$ cat config.mk
export PLATFORM = sky130hd
export DESIGN_NAME = frame_buffer_admit
export DESIGN_NICKNAME = d
export VERILOG_FILES = /design/src/rtl/fba_pkg.sv /design/src/rtl/fba_region_select.sv /design/src/rtl/fba_tag_store.sv /design/src/rtl/frame_buffer_admit.sv
export SDC_FILE = /design/constraint.sdc
export NUM_CORES = 1
export LEC_CHECK = 0
export ABC_AREA = 1
export BUFFER_PORTS_ARGS = -buffer_cell sky130_fd_sc_hd__buf_2
export CAP_MARGIN = 20
export CORE_ASPECT_RATIO = 0.6
export CORE_UTILIZATION = 35
export CTS_CLUSTER_SIZE = 14
export DETAILED_ROUTE_END_ITERATION = 7
export PLACE_DENSITY = 0.58
export SETUP_SLACK_MARGIN = 0.1
export SLEW_MARGIN = 25
export SYNTH_ARGS = -nofsm -noshare
export SYNTH_HDL_FRONTEND = slang
export SYNTH_HIERARCHICAL = 1
export SYNTH_SLANG_ARGS = --single-unit
$ cat constraint.sdc
create_clock -name clk -period 3.1 [get_ports clk]
set_clock_uncertainty 0.2 [all_clocks]
set_input_delay 0.31 -clock clk [delete_from_list [all_inputs] [get_ports clk]]
set_output_delay 0.31 -clock clk [all_outputs]
set_load 0.02 [all_outputs]
$ cat src/rtl/fba_pkg.sv
package fba_pkg;
    typedef enum logic [1:0] {
        RGN_CLASS  = 2'd0,
        RGN_PORT   = 2'd1,
        RGN_SHARED = 2'd2,
        RGN_NONE   = 2'd3
    } region_e;
endpackage

$ cat src/rtl/fba_region_select.sv
module fba_region_select
    import fba_pkg::*;
#(
    parameter int NCLS  = 8,
    parameter int NRC   = 6,
    parameter int NP    = 5,
    parameter int CW    = 6,
    parameter int CLS_W = 3,
    parameter int PRT_W = 3,
    parameter int IW    = 3
) (
    input  logic [CLS_W-1:0]        cls_id,
    input  logic [PRT_W-1:0]        prt_id,
    input  logic [NRC-1:0][CW-1:0]  cls_cnt,
    input  logic [NRC-1:0][CW-1:0]  cls_lim,
    input  logic [NP-1:0][CW-1:0]   prt_cnt,
    input  logic [NP-1:0][CW-1:0]   prt_lim,
    input  logic [CW-1:0]           shr_cnt,
    input  logic [CW-1:0]           shr_lim,
    output region_e                 sel_rgn,
    output logic [IW-1:0]           sel_idx
);
    localparam int LOW_CLS = NCLS - NRC;

    logic          cls_room;
    logic          prt_room;
    logic [IW-1:0] cls_idx;

    always_comb begin
        cls_room = 1'b0;
        cls_idx  = '0;
        for (int i = 0; i < NRC; i++) begin
            if (int'(cls_id) == LOW_CLS + i) begin
                cls_idx  = IW'(i);
                cls_room = cls_cnt[i] < cls_lim[i];
            end
        end
    end

    always_comb begin
        prt_room = 1'b0;
        for (int j = 0; j < NP; j++) begin
            if (int'(prt_id) == j) begin
                prt_room = prt_cnt[j] < prt_lim[j];
            end
        end
    end

    always_comb begin
        sel_rgn = RGN_NONE;
        sel_idx = '0;
        if (cls_room) begin
            sel_rgn = RGN_CLASS;
            sel_idx = cls_idx;
        end else if (prt_room) begin
            sel_rgn = RGN_PORT;
            sel_idx = IW'(prt_id);
        end else if (shr_cnt < shr_lim) begin
            sel_rgn = RGN_SHARED;
        end
    end
endmodule

$ cat src/rtl/fba_tag_store.sv
module fba_tag_store
    import fba_pkg::*;
#(
    parameter int NT    = 16,
    parameter int TAG_W = 4,
    parameter int IW    = 3
) (
    input  logic             clk,
    input  logic             rst_n,
    input  logic             wr_en,
    input  logic [TAG_W-1:0] wr_tag,
    input  region_e          wr_rgn,
    input  logic [IW-1:0]    wr_idx,
    input  logic             clr_en,
    input  logic [TAG_W-1:0] rd_tag,
    output logic             rd_vld,
    output region_e          rd_rgn,
    output logic [IW-1:0]    rd_idx
);
    typedef struct packed {
        logic [NT-1:0]          vld;
        logic [NT-1:0][1:0]     rgn;
        logic [NT-1:0][IW-1:0]  idx;
    } tag_state_t;

    tag_state_t st_d, st_q;

    always_comb begin
        st_d = st_q;
        for (int t = 0; t < NT; t++) begin
            if (clr_en && rd_tag == TAG_W'(t)) begin
                st_d.vld[t] = 1'b0;
            end
            if (wr_en && wr_tag == TAG_W'(t)) begin
                st_d.vld[t] = 1'b1;
                st_d.rgn[t] = wr_rgn;
                st_d.idx[t] = wr_idx;
            end
        end
    end

    always_ff @(posedge clk or negedge rst_n) begin
        if (!rst_n) begin
            st_q <= '0;
        end else begin
            st_q <= st_d;
        end
    end

    assign rd_vld = st_q.vld[rd_tag];
    assign rd_rgn = region_e'(st_q.rgn[rd_tag]);
    assign rd_idx = st_q.idx[rd_tag];

    AST_CLEAR_TAKES: assert property (@(posedge clk) disable iff (!rst_n)
        (clr_en && !(wr_en && wr_tag == rd_tag)) |=> !st_q.vld[$past(rd_tag)]);
endmodule

$ cat src/rtl/frame_buffer_admit.sv
module frame_buffer_admit
    import fba_pkg::*;
#(
    parameter int NCLS  = 8,
    parameter int NRC   = 6,
    parameter int NP    = 5,
    parameter int CW    = 6,
    parameter int NT    = 16,
    parameter int TAG_W = $clog2(NT),
    parameter int CLS_W = 3,
    parameter int PRT_W = 3
) (
    input  logic                   clk,
    input  logic                   rst_n,
    input  logic [CW-1:0]          cfg_temp_slots,
    input  logic [NRC-1:0][CW-1:0] cfg_class_slots,
    input  logic [NP-1:0][CW-1:0]  cfg_port_slots,
    input  logic [CW-1:0]          cfg_shared_slots,
    input  logic                   alloc_req,
    output logic                   alloc_gnt,
    input  logic                   adm_req,
    input  logic [TAG_W-1:0]       adm_tag,
    input  logic [CLS_W-1:0]       adm_class,
    input  logic [PRT_W-1:0]       adm_port,
    output logic                   adm_accept,
    output logic                   adm_drop,
    output logic [1:0]             adm_region,
    input  logic                   rel_req,
    input  logic [TAG_W-1:0]       rel_tag,
    output logic [CW-1:0]          temp_used,
    output logic [CW-1:0]          shared_used,
    output logic [NRC-1:0][CW-1:0] class_used,
    output logic [NP-1:0][CW-1:0]  port_used
);
    localparam int IW = ($clog2(NRC) > $clog2(NP)) ? $clog2(NRC) : $clog2(NP);

    typedef struct packed {
        logic [CW-1:0]          temp;
        logic [CW-1:0]          shr;
        logic [NRC-1:0][CW-1:0] cls;
        logic [NP-1:0][CW-1:0]  prt;
    } occ_t;

    occ_t occ_d, occ_q;

    region_e       sel_rgn;
    logic [IW-1:0] sel_idx;
    region_e       rel_rgn;
    logic [IW-1:0] rel_idx;
    logic          rel_vld;
    logic          rel_hit;

    fba_region_select #(
        .NCLS(NCLS), .NRC(NRC), .NP(NP), .CW(CW),
        .CLS_W(CLS_W), .PRT_W(PRT_W), .IW(IW)
    ) u_select (
        .cls_id (adm_class),
        .prt_id (adm_port),
        .cls_cnt(occ_q.cls),
        .cls_lim(cfg_class_slots),
        .prt_cnt(occ_q.prt),
        .prt_lim(cfg_port_slots),
        .shr_cnt(occ_q.shr),
        .shr_lim(cfg_shared_slots),
        .sel_rgn(sel_rgn),
        .sel_idx(sel_idx)
    );

    assign alloc_gnt  = alloc_req && (occ_q.temp < cfg_temp_slots);
    assign adm_accept = adm_req && (sel_rgn != RGN_NONE);
    assign adm_drop   = adm_req && (sel_rgn == RGN_NONE);
    assign adm_region = sel_rgn;
    assign rel_hit    = rel_req && rel_vld;

    fba_tag_store #(.NT(NT), .TAG_W(TAG_W), .IW(IW)) u_tags (
        .clk   (clk),
        .rst_n (rst_n),
        .wr_en (adm_accept),
        .wr_tag(adm_tag),
        .wr_rgn(sel_rgn),
        .wr_idx(sel_idx),
        .clr_en(rel_hit),
        .rd_tag(rel_tag),
        .rd_vld(rel_vld),
        .rd_rgn(rel_rgn),
        .rd_idx(rel_idx)
    );

    always_comb begin
        occ_d = occ_q;
        occ_d.temp = occ_q.temp + CW'(alloc_gnt) - CW'(adm_req);
        occ_d.shr  = occ_q.shr
                   + CW'(adm_accept && sel_rgn == RGN_SHARED)
                   - CW'(rel_hit && rel_rgn == RGN_SHARED);
        for (int i = 0; i < NRC; i++) begin
            occ_d.cls[i] = occ_q.cls[i]
                + CW'(adm_accept && sel_rgn == RGN_CLASS && sel_idx == IW'(i))
                - CW'(rel_hit && rel_rgn == RGN_CLASS && rel_idx == IW'(i));
        end
        for (int j = 0; j < NP; j++) begin
            occ_d.prt[j] = occ_q.prt[j]
                + CW'(adm_accept && sel_rgn == RGN_PORT && sel_idx == IW'(j))
                - CW'(rel_hit && rel_rgn == RGN_PORT && rel_idx == IW'(j));
        end
    end

    always_ff @(posedge clk or negedge rst_n) begin
        if (!rst_n) begin
            occ_q <= '0;
        end else begin
            occ_q <= occ_d;
        end
    end

    assign temp_used   = occ_q.temp;
    assign shared_used = occ_q.shr;
    assign class_used  = occ_q.cls;
    assign port_used   = occ_q.prt;

    AST_ALLOC_COUNTS: assert property (@(posedge clk) disable iff (!rst_n)
        (alloc_gnt && !adm_req) |=> temp_used == $past(temp_used) + CW'(1));
    AST_ADMIT_FREES_TEMP: assert property (@(posedge clk) disable iff (!rst_n)
        (adm_req && !alloc_gnt) |=> temp_used == $past(temp_used) - CW'(1));
    AST_ONE_OUTCOME: assert property (@(posedge clk) disable iff (!rst_n)
        adm_req |-> $countones({adm_accept, adm_drop}) == 1);
    AST_LOW_CLASS_NO_RESV: assert property (@(posedge clk) disable iff (!rst_n)
        (adm_accept && int'(adm_class) < NCLS - NRC) |-> sel_rgn != RGN_CLASS);
    AST_SHARED_GROWS: assert property (@(posedge clk) disable iff (!rst_n)
        (adm_accept && sel_rgn == RGN_SHARED && !(rel_hit && rel_rgn == RGN_SHARED))
        |=> shared_used == $past(shared_used) + CW'(1));
    AST_IDLE_STABLE: assert property (@(posedge clk) disable iff (!rst_n)
        (!alloc_req && !adm_req && !rel_req) |=> $stable(occ_q));
endmodule

==> results.sh, run 1 <==
export IMPL_hold_viol=0
export IMPL_portBuffers=179
export IMPL_cts_tree="done"
export IMPL_clockBufferDepth=2
export IMPL_gp_congestion=0.913
export IMPL_path_delay_family="simple AND/OR/NAND/NOR gates"
export IMPL_p_per_area_nw_per_um2=986
export IMPL_cts_max_level=4
export IMPL_diodes=0
export IMPL_worstSetupEndpoint="class_used[4]$_DFF_PN0_"
export IMPL_wire_per_inst_microns=14.9
export IMPL_post_route_drc_count=0
export IMPL_status="finished with violations"
export IMPL_cp_end_kind="register"
export IMPL_r2r_end="class_used[4]$_DFF_PN0_"
export IMPL_whs_ns=0.142
export IMPL_syn_area_per_cell_sq_um=7.48
export IMPL_grt_pass1_vias=11041
export IMPL_slowest_stage="dfrtp_2"
export IMPL_vias=11374
export IMPL_cts_buffers=17
export IMPL_coreArea_sq_um=33700
export IMPL_antenna_found_initial=1
export IMPL_start_util_pct=35.5
export IMPL_period_share_pct=119
export IMPL_grt_use_total_pct=21.5
export IMPL_drv_slew=0
export IMPL_drive_gt1_share_pct=35.6
export IMPL_leakage_nw=9.09
export IMPL_ys_warn_count=6
export IMPL_cap_violations=0
export IMPL_setup_slack_ns=-0.594
export IMPL_drt_vias_per_instance=4.65
export IMPL_r2r_start="class_used[21]$_DFF_PN0_"
export IMPL_critPathLaunchType="register"
export IMPL_async_flop_share_pct=100
export IMPL_die_y_microns=145
export IMPL_netlist_area_sq_um=12000
export IMPL_path_clk_slew_ns=0.07
export IMPL_hpwl_microns=27100
export IMPL_place_inst=2360
export IMPL_ys_seq_area_share_pct=36.4
export IMPL_die_x_microns=241
export IMPL_crit_type="register to register"
export IMPL_hold_path_class="primary input to register"
export IMPL_clock_sinks=174
export IMPL_instances_no_fill=2445
export IMPL_synth_nets=1853
export IMPL_placed_area_sq_um=14900
export IMPL_path_cells="ha_1 -> a21oi_1 -> o21a_1 -> nand4_1 -> nand3_4 -> nand2_4 -> nand2_8 -> nor2_4 -> inv_2 -> nand2_4 -> nor2_4 -> buf_4 -> nand2_2 -> ha_4 -> inv_4 -> ha_4 -> inv_2 -> fa_2 -> nand3b_1 -> nand2_1 -> xor2_1"
export IMPL_min_delay_start="adm_tag[1]"
export IMPL_num_rows=52
export IMPL_violations="negative setup slack"
export IMPL_final_nets=2226
export IMPL_cpPeakStageDelay_ns=0.41
export IMPL_synth_main_ff_cell="dfrtp_1"
export IMPL_die_area_sq_um=34900
export IMPL_total_power_mw=17.0
export IMPL_reg2regPathDepth=21
export IMPL_top_level_ports=180
export IMPL_crit_required_ns=3.27
export IMPL_clk_latency_ns=0.46
export IMPL_r2r_slack_ns=-0.59
export IMPL_drt_iter0_drc=814
export IMPL_ys_types=35
export IMPL_n_fill_cell=3257
export IMPL_worst_path_max_fanout=5
export IMPL_grt_pass1_wl_microns=58600
export IMPL_relSlewSlack_pct=37.7
export IMPL_critPathArrivalTime_ns=3.87
export IMPL_worst_slew_pin_slew_ns=0.931
export IMPL_grt_ovfl_total=0
export IMPL_ir_worst_vdd_v=0.000517
export IMPL_report_final_setup_viol=159
export IMPL_wirelength_microns=36500
export IMPL_cts_root_buf="clkbuf_16"
export IMPL_drtAntennaViolNets=0
export IMPL_synthToLayoutAreaGrowth_pct=44.4
export IMPL_critPathLaunch="class_used[21]$_DFF_PN0_"
export IMPL_first_pass_iters=5
export IMPL_synthCells=1600
export IMPL_fin_area_sq_um=17300
export IMPL_crit_buf_inv=4
export IMPL_fin_crit_ns=3.69
export IMPL_worstHoldPathCells=4
export IMPL_worst_path_stages=21
export IMPL_synth_edff_count=0
export IMPL_grt_max_degree=75
export IMPL_ys_ff_latch=174
export IMPL_totalNegativeSetupSlack_ns=-49.96
export IMPL_fmax_ghz=0.271
export IMPL_grt_setup_unrepaired="true"
==> report_power, final <==
group	total (mW)	switching, mW	internal, mW
Sequential	4.09	0.688	3.40
Clock	2.28	0.985	1.29
Combinational	10.7	5.93	4.74
Total	17.0	7.60	9.44
==> cell usage after synthesis (14+ instances only) <==
master	n	share of area, %
nand2_1	563	18
inv_1	258	8.1
dfrtp_1	174	36
ha_1	143	15
nor2_1	79	2.5
a21oi_1	72	3.0
o21ai_0	62	2.6
nand3_1	42	1.8
xor2_1	32	2.3
o21ai_1	26	1.1
buf_2	22	0.92
xnor2_1	17	1.2
nand3b_1	14	0.88
==> layer usage <==
layer	vias to the layer above	routed length (microns)	GRT usage, %
li1	5722	-	-
met1	5327	18700	32.5
met2	290	15300	31.1
met3	35	2000	4.51
met4	0	518	4.97
met5	-	0	0
==> sequential cells by signal, summed over array words and instances, names as in the netlist <==
register / count
class_used: 36
temp_used: 6
port_used: 30
u_tags/st_q: 96
shared_used: 6
==> layout by cell type, fill, tap and decap left out, types with 5 or more instances in the layout <==
master | Yosys | layout
a21oi_1 | 72 | 65
buf_12 | 0 | 12
o21ai_1 | 26 | 50
nand4_1 | 8 | 8
o21a_1 | 7 | 7
nand2_8 | 0 | 5
clkbuf_1 | 9 | 5
inv_1 | 258 | 225
a21oi_2 | 0 | 5
nor3_1 | 9 | 5
nor3_4 | 0 | 6
nand2_1 | 563 | 477
ha_4 | 0 | 49
nor2_1 | 79 | 65
nand2_2 | 2 | 68
nand3_1 | 42 | 18
xor2_1 | 32 | 31
nor2_4 | 4 | 17
dfrtp_1 | 174 | 149
nand2_4 | 1 | 17
clkbuf_16 | 0 | 17
xnor2_1 | 17 | 13
ha_1 | 143 | 93
o21ai_2 | 0 | 5
buf_2 | 22 | 174
nor2_2 | 3 | 8
clkinv_1 | 9 | 9
fa_2 | 0 | 12
dfrtp_2 | 0 | 25
buf_4 | 1 | 146
inv_2 | 7 | 29
buf_6 | 0 | 48
nand3b_1 | 14 | 14
inv_4 | 0 | 8
nand3_2 | 6 | 27
o21ai_0 | 62 | 32
==> how the worst min path moves through the flow <==
stage	end
5_1_grt	u_tags/st_q[92]$_DFFE_PN0P_
3_3_place_gp	temp_used[1]$_DFF_PN0_
3_5_place_dp	temp_used[1]$_DFF_PN0_
2_1_floorplan	class_used[0]$_DFF_PN0_
6_report	u_tags/st_q[85]$_DFFE_PN0P_
4_1_cts	u_tags/st_q[89]$_DFFE_PN0P_
==> tightest hold or removal path, stage by stage <==
cell     delay (ns)
buf_2          0.11
nor2_1         0.12
nand2_8        0.14
o21ai_1        0.07
==> layout make-up <==
type / count / area, sq um / area share (%)
Inverter: 274 / 1060 / 6.15
Tap cell: 459 / 574 / 3.32
Clock inverter: 9 / 134 / 0.775
Clock buffer: 23 / 458 / 2.65
Timing Repair Buffer: 382 / 2770 / 16.0
Multi-Input combinational cell: 1124 / 7890 / 45.7
Sequential cell: 174 / 4390 / 25.4
==> metrics by stage <==
stage	setup slack, ns	utilization (%)
2_1_floorplan	-0.252	-
3_5_place_dp	-0.740	44.3
6_report	-0.594	51.3
5_1_grt	-0.720	51.3
3_3_place_gp	-0.647	44.3
4_1_cts	-0.542	49.4
==> kinds of logic (layout without fill, tap and decap cells) <==
family | count (synthesis) | count (layout) | share of synthesized area [%]
buffers and inverters | 307 | 688 | 9.90
AO/OA/AOI/OAI | 177 | 177 | 7.79
XOR/XNOR | 49 | 49 | 3.59
flip-flops | 174 | 174 | 36.4
AND/OR/NAND/NOR | 737 | 742 | 25.2
adder cells (fa/ha/maj) | 156 | 156 | 17.1
==> repair_timing <==
action                                  CTS  global route
pin swaps                                74            76
hold buffers                              1             0
buffers inserted                         26            21
gates resized for setup                 235           109
endpoints found under the setup margin  172           172
cloned                                    7             0
hold endpoints to repair                 51             0
No activity file was read; power rests on OpenSTA's default activity.
==> inputs of run 2 (changes only) <==
==> constraint.sdc (replaced) <==
create_clock -name clk -period 3.1 [get_ports clk]
set_clock_uncertainty 0.2 [all_clocks]
set_input_delay 0.62 -clock clk [delete_from_list [all_inputs] [get_ports clk]]
set_output_delay 0.62 -clock clk [all_outputs]
set_load 0.02 [all_outputs]
==> results.sh, run 2 (synthesis results as in run 1) <==
export IMPL_status="finished with violations"
export IMPL_violations="negative hold slack, negative setup slack"
export IMPL_p_per_area_nw_per_um2=975
export IMPL_worst_path_most_repeated_cell="ha_4"
export IMPL_grt_use_total_pct=21.3
export IMPL_p_int_mw=9.08
export IMPL_drt_iter0_drc=641
export IMPL_synthToLayoutAreaGrowth_pct=41.8
export IMPL_die_x_microns=241
export IMPL_final_cell_mix="nand2_1 (494), inv_1 (213), buf_2 (174)"
export IMPL_setup_slack_ns=-0.540
export IMPL_crit_type="register to register"
export IMPL_worst_slew_pin_slew_ns=0.783
export IMPL_grt_setup_unrepaired="true"
export IMPL_drtAntennaViolNets=0
export IMPL_critPathLaunchType="register"
export IMPL_worst_path_stages=22
export IMPL_n_fill_cell=3293
export IMPL_post_route_drc_count=0
export IMPL_start_util_pct=35.5
export IMPL_cts_tree="done"
export IMPL_drt_vias_per_instance=4.62
export IMPL_cts_root_buf="clkbuf_16"
export IMPL_crit_buf_inv=4
export IMPL_hold_path_class="primary input to async pin"
export IMPL_wire_per_inst_microns=15.0
export IMPL_num_rows=52
export IMPL_whs_ns=-0.0209
export IMPL_post_route_util_pct=50.3
export IMPL_portBuffers=179
export IMPL_hold_buffers=0
export IMPL_p_sw_share_pct=45.1
export IMPL_vias=11290
export IMPL_antenna_found_initial=0
export IMPL_grt_max_degree=70
export IMPL_hold_viol=4
export IMPL_grt_pass1_wl_microns=57600
export IMPL_r2r_slack_ns=-0.54
export IMPL_p_comb_share_pct=63.1
export IMPL_worstSetupEndpoint="port_used[22]$_DFF_PN0_"
export IMPL_cpPeakStageDelay_ns=0.41
export IMPL_cts_max_level=4
export IMPL_cap_violations=0
export IMPL_wirelength_microns=36700
export IMPL_hpwl_microns=27900
export IMPL_clk_latency_ns=0.44
export IMPL_clock_sinks=174
export IMPL_grt_pass1_vias=10883
export IMPL_gp_congestion=0.883
export IMPL_coreArea_sq_um=33700
export IMPL_path_cells="ha_4 -> a21oi_2 -> o21a_1 -> nand2_1 -> nand2_1 -> nand2_2 -> nand3_4 -> nand2_4 -> nand2_8 -> buf_6 -> nor2_4 -> inv_2 -> nor2_4 -> buf_6 -> nand2_4 -> ha_4 -> inv_4 -> ha_4 -> fa_2 -> nand3_2 -> nand2_2 -> xor2_1"
export IMPL_switchingPower_mw=7.46
export IMPL_cp_end_kind="register"
export IMPL_worst_path_max_fanout=5
export IMPL_path_clk_slew_ns=0.07
export IMPL_r2r_end="port_used[22]$_DFF_PN0_"
export IMPL_die_area_sq_um=34900
export IMPL_fmax_ghz=0.275
export IMPL_clockBufferDepth=2
export IMPL_path_delay_family="adder cells"
export IMPL_multi_input_area_sq_um=7740
export IMPL_relSlewSlack_pct=47.8
export IMPL_diodes=0
export IMPL_largest_register="u_tags/st_q"
export IMPL_r2r_start="class_used[15]$_DFF_PN0_"
export IMPL_largest_register_ff_count=96
export IMPL_p_seq_share_pct=24.6
export IMPL_crit_required_ns=3.22
export IMPL_cts_buffers=17
export IMPL_leakage_nw=9.00
export IMPL_final_nets=2223
export IMPL_drive_gt1_share_pct=33.8
export IMPL_reg2regPathDepth=22
export IMPL_critPathArrivalTime_ns=3.76
export IMPL_top_level_ports=180
export IMPL_drv_slew=0
export IMPL_regArea_sq_um=4360
export IMPL_grt_ovfl_total=0
export IMPL_report_final_setup_viol=153
export IMPL_pwr_share_clk_pct=12.3
export IMPL_period_share_pct=117
export IMPL_layout_commonest_cell="nand2_1"
export IMPL_ir_worst_vdd_v=0.000506
export IMPL_first_pass_iters=5
export IMPL_slowest_stage="dfrtp_1"
export IMPL_critPathLaunch="class_used[15]$_DFF_PN0_"
export IMPL_die_y_microns=145
export IMPL_fin_crit_ns=3.64
run 2: changes by cell type in the layout (fill, tap and decap cells not counted), sizes merged:
cell | before | now
bufinv | 3 | 1
buf | 381 | 379
clkinv | 12 | 14
clkbuf | 23 | 21
clkinvlp | 2 | 4
dlygate4sd3 | 1 | 0
run 2: worst min path at each step:
stage                     cells after the start                           to                   startpoint
after global routing                          1       temp_used[3]$_DFF_PN0_                        rst_n
after global placement                        2  u_tags/st_q[11]$_DFFE_PN0P_  u_tags/st_q[11]$_DFFE_PN0P_
after floorplan                               0      class_used[0]$_DFF_PN0_                        rst_n
after CTS                                     1       temp_used[4]$_DFF_PN0_                        rst_n
final                                         1       temp_used[3]$_DFF_PN0_                        rst_n
after detailed placement                      2  u_tags/st_q[10]$_DFFE_PN0P_  u_tags/st_q[10]$_DFFE_PN0P_
run 2: final cells by class:
type                            instances  share of cell area (%)
Clock buffer                           21                    2.60
Inverter                              274                    6.30
Sequential cell                       174                    25.7
Clock inverter                         11                   0.553
Multi-Input combinational cell       1124                    45.6
Timing Repair Buffer                  379                    15.9
Tap cell                              459                    3.39
run 2: stage by stage:
stage / area (sq um) / setup TNS [ns] / setup WS, ns / cells / power (mW)
global placement: 15100 / -78.66 / -0.932 / 2377 / 13.0
detailed placement: 15100 / -83.25 / -0.930 / 2377 / 13.3
finish: 17000 / -29.81 / -0.540 / 2442 / 16.5
global route: 17000 / -55.64 / -0.693 / 2442 / 18.1
CTS: 16200 / -28.02 / -0.532 / 2428 / 15.8
floorplan: 12300 / -16.24 / -0.402 / 1600 / 10.1
run 2: routing by layer:
layer  wire [microns]  vias up  GRT usage, %
li1                 -     5720             -
met1            18700     5268          32.1
met2            15600      269          31.0
met3             1830       33          3.39
met4              540        0          5.80
met5                0        -             0
run 2: repair_timing:
action / in CTS / in global routing
resized for setup: 116 / 162
buffers inserted: 14 / 17
pin swaps: 52 / 94
cloned: 6 / 0
endpoints found under the setup margin: 171 / 172
run 2: power by group through the flow:
stage	sequential, mW	clock, mW	combinational (mW)
finish	4.07	2.04	10.4
global route	4.21	2.18	11.7
floorplan	4.76	0	5.32
global placement	4.07	0	8.97
detailed placement	4.10	0	9.24
CTS	4.07	2.10	9.63
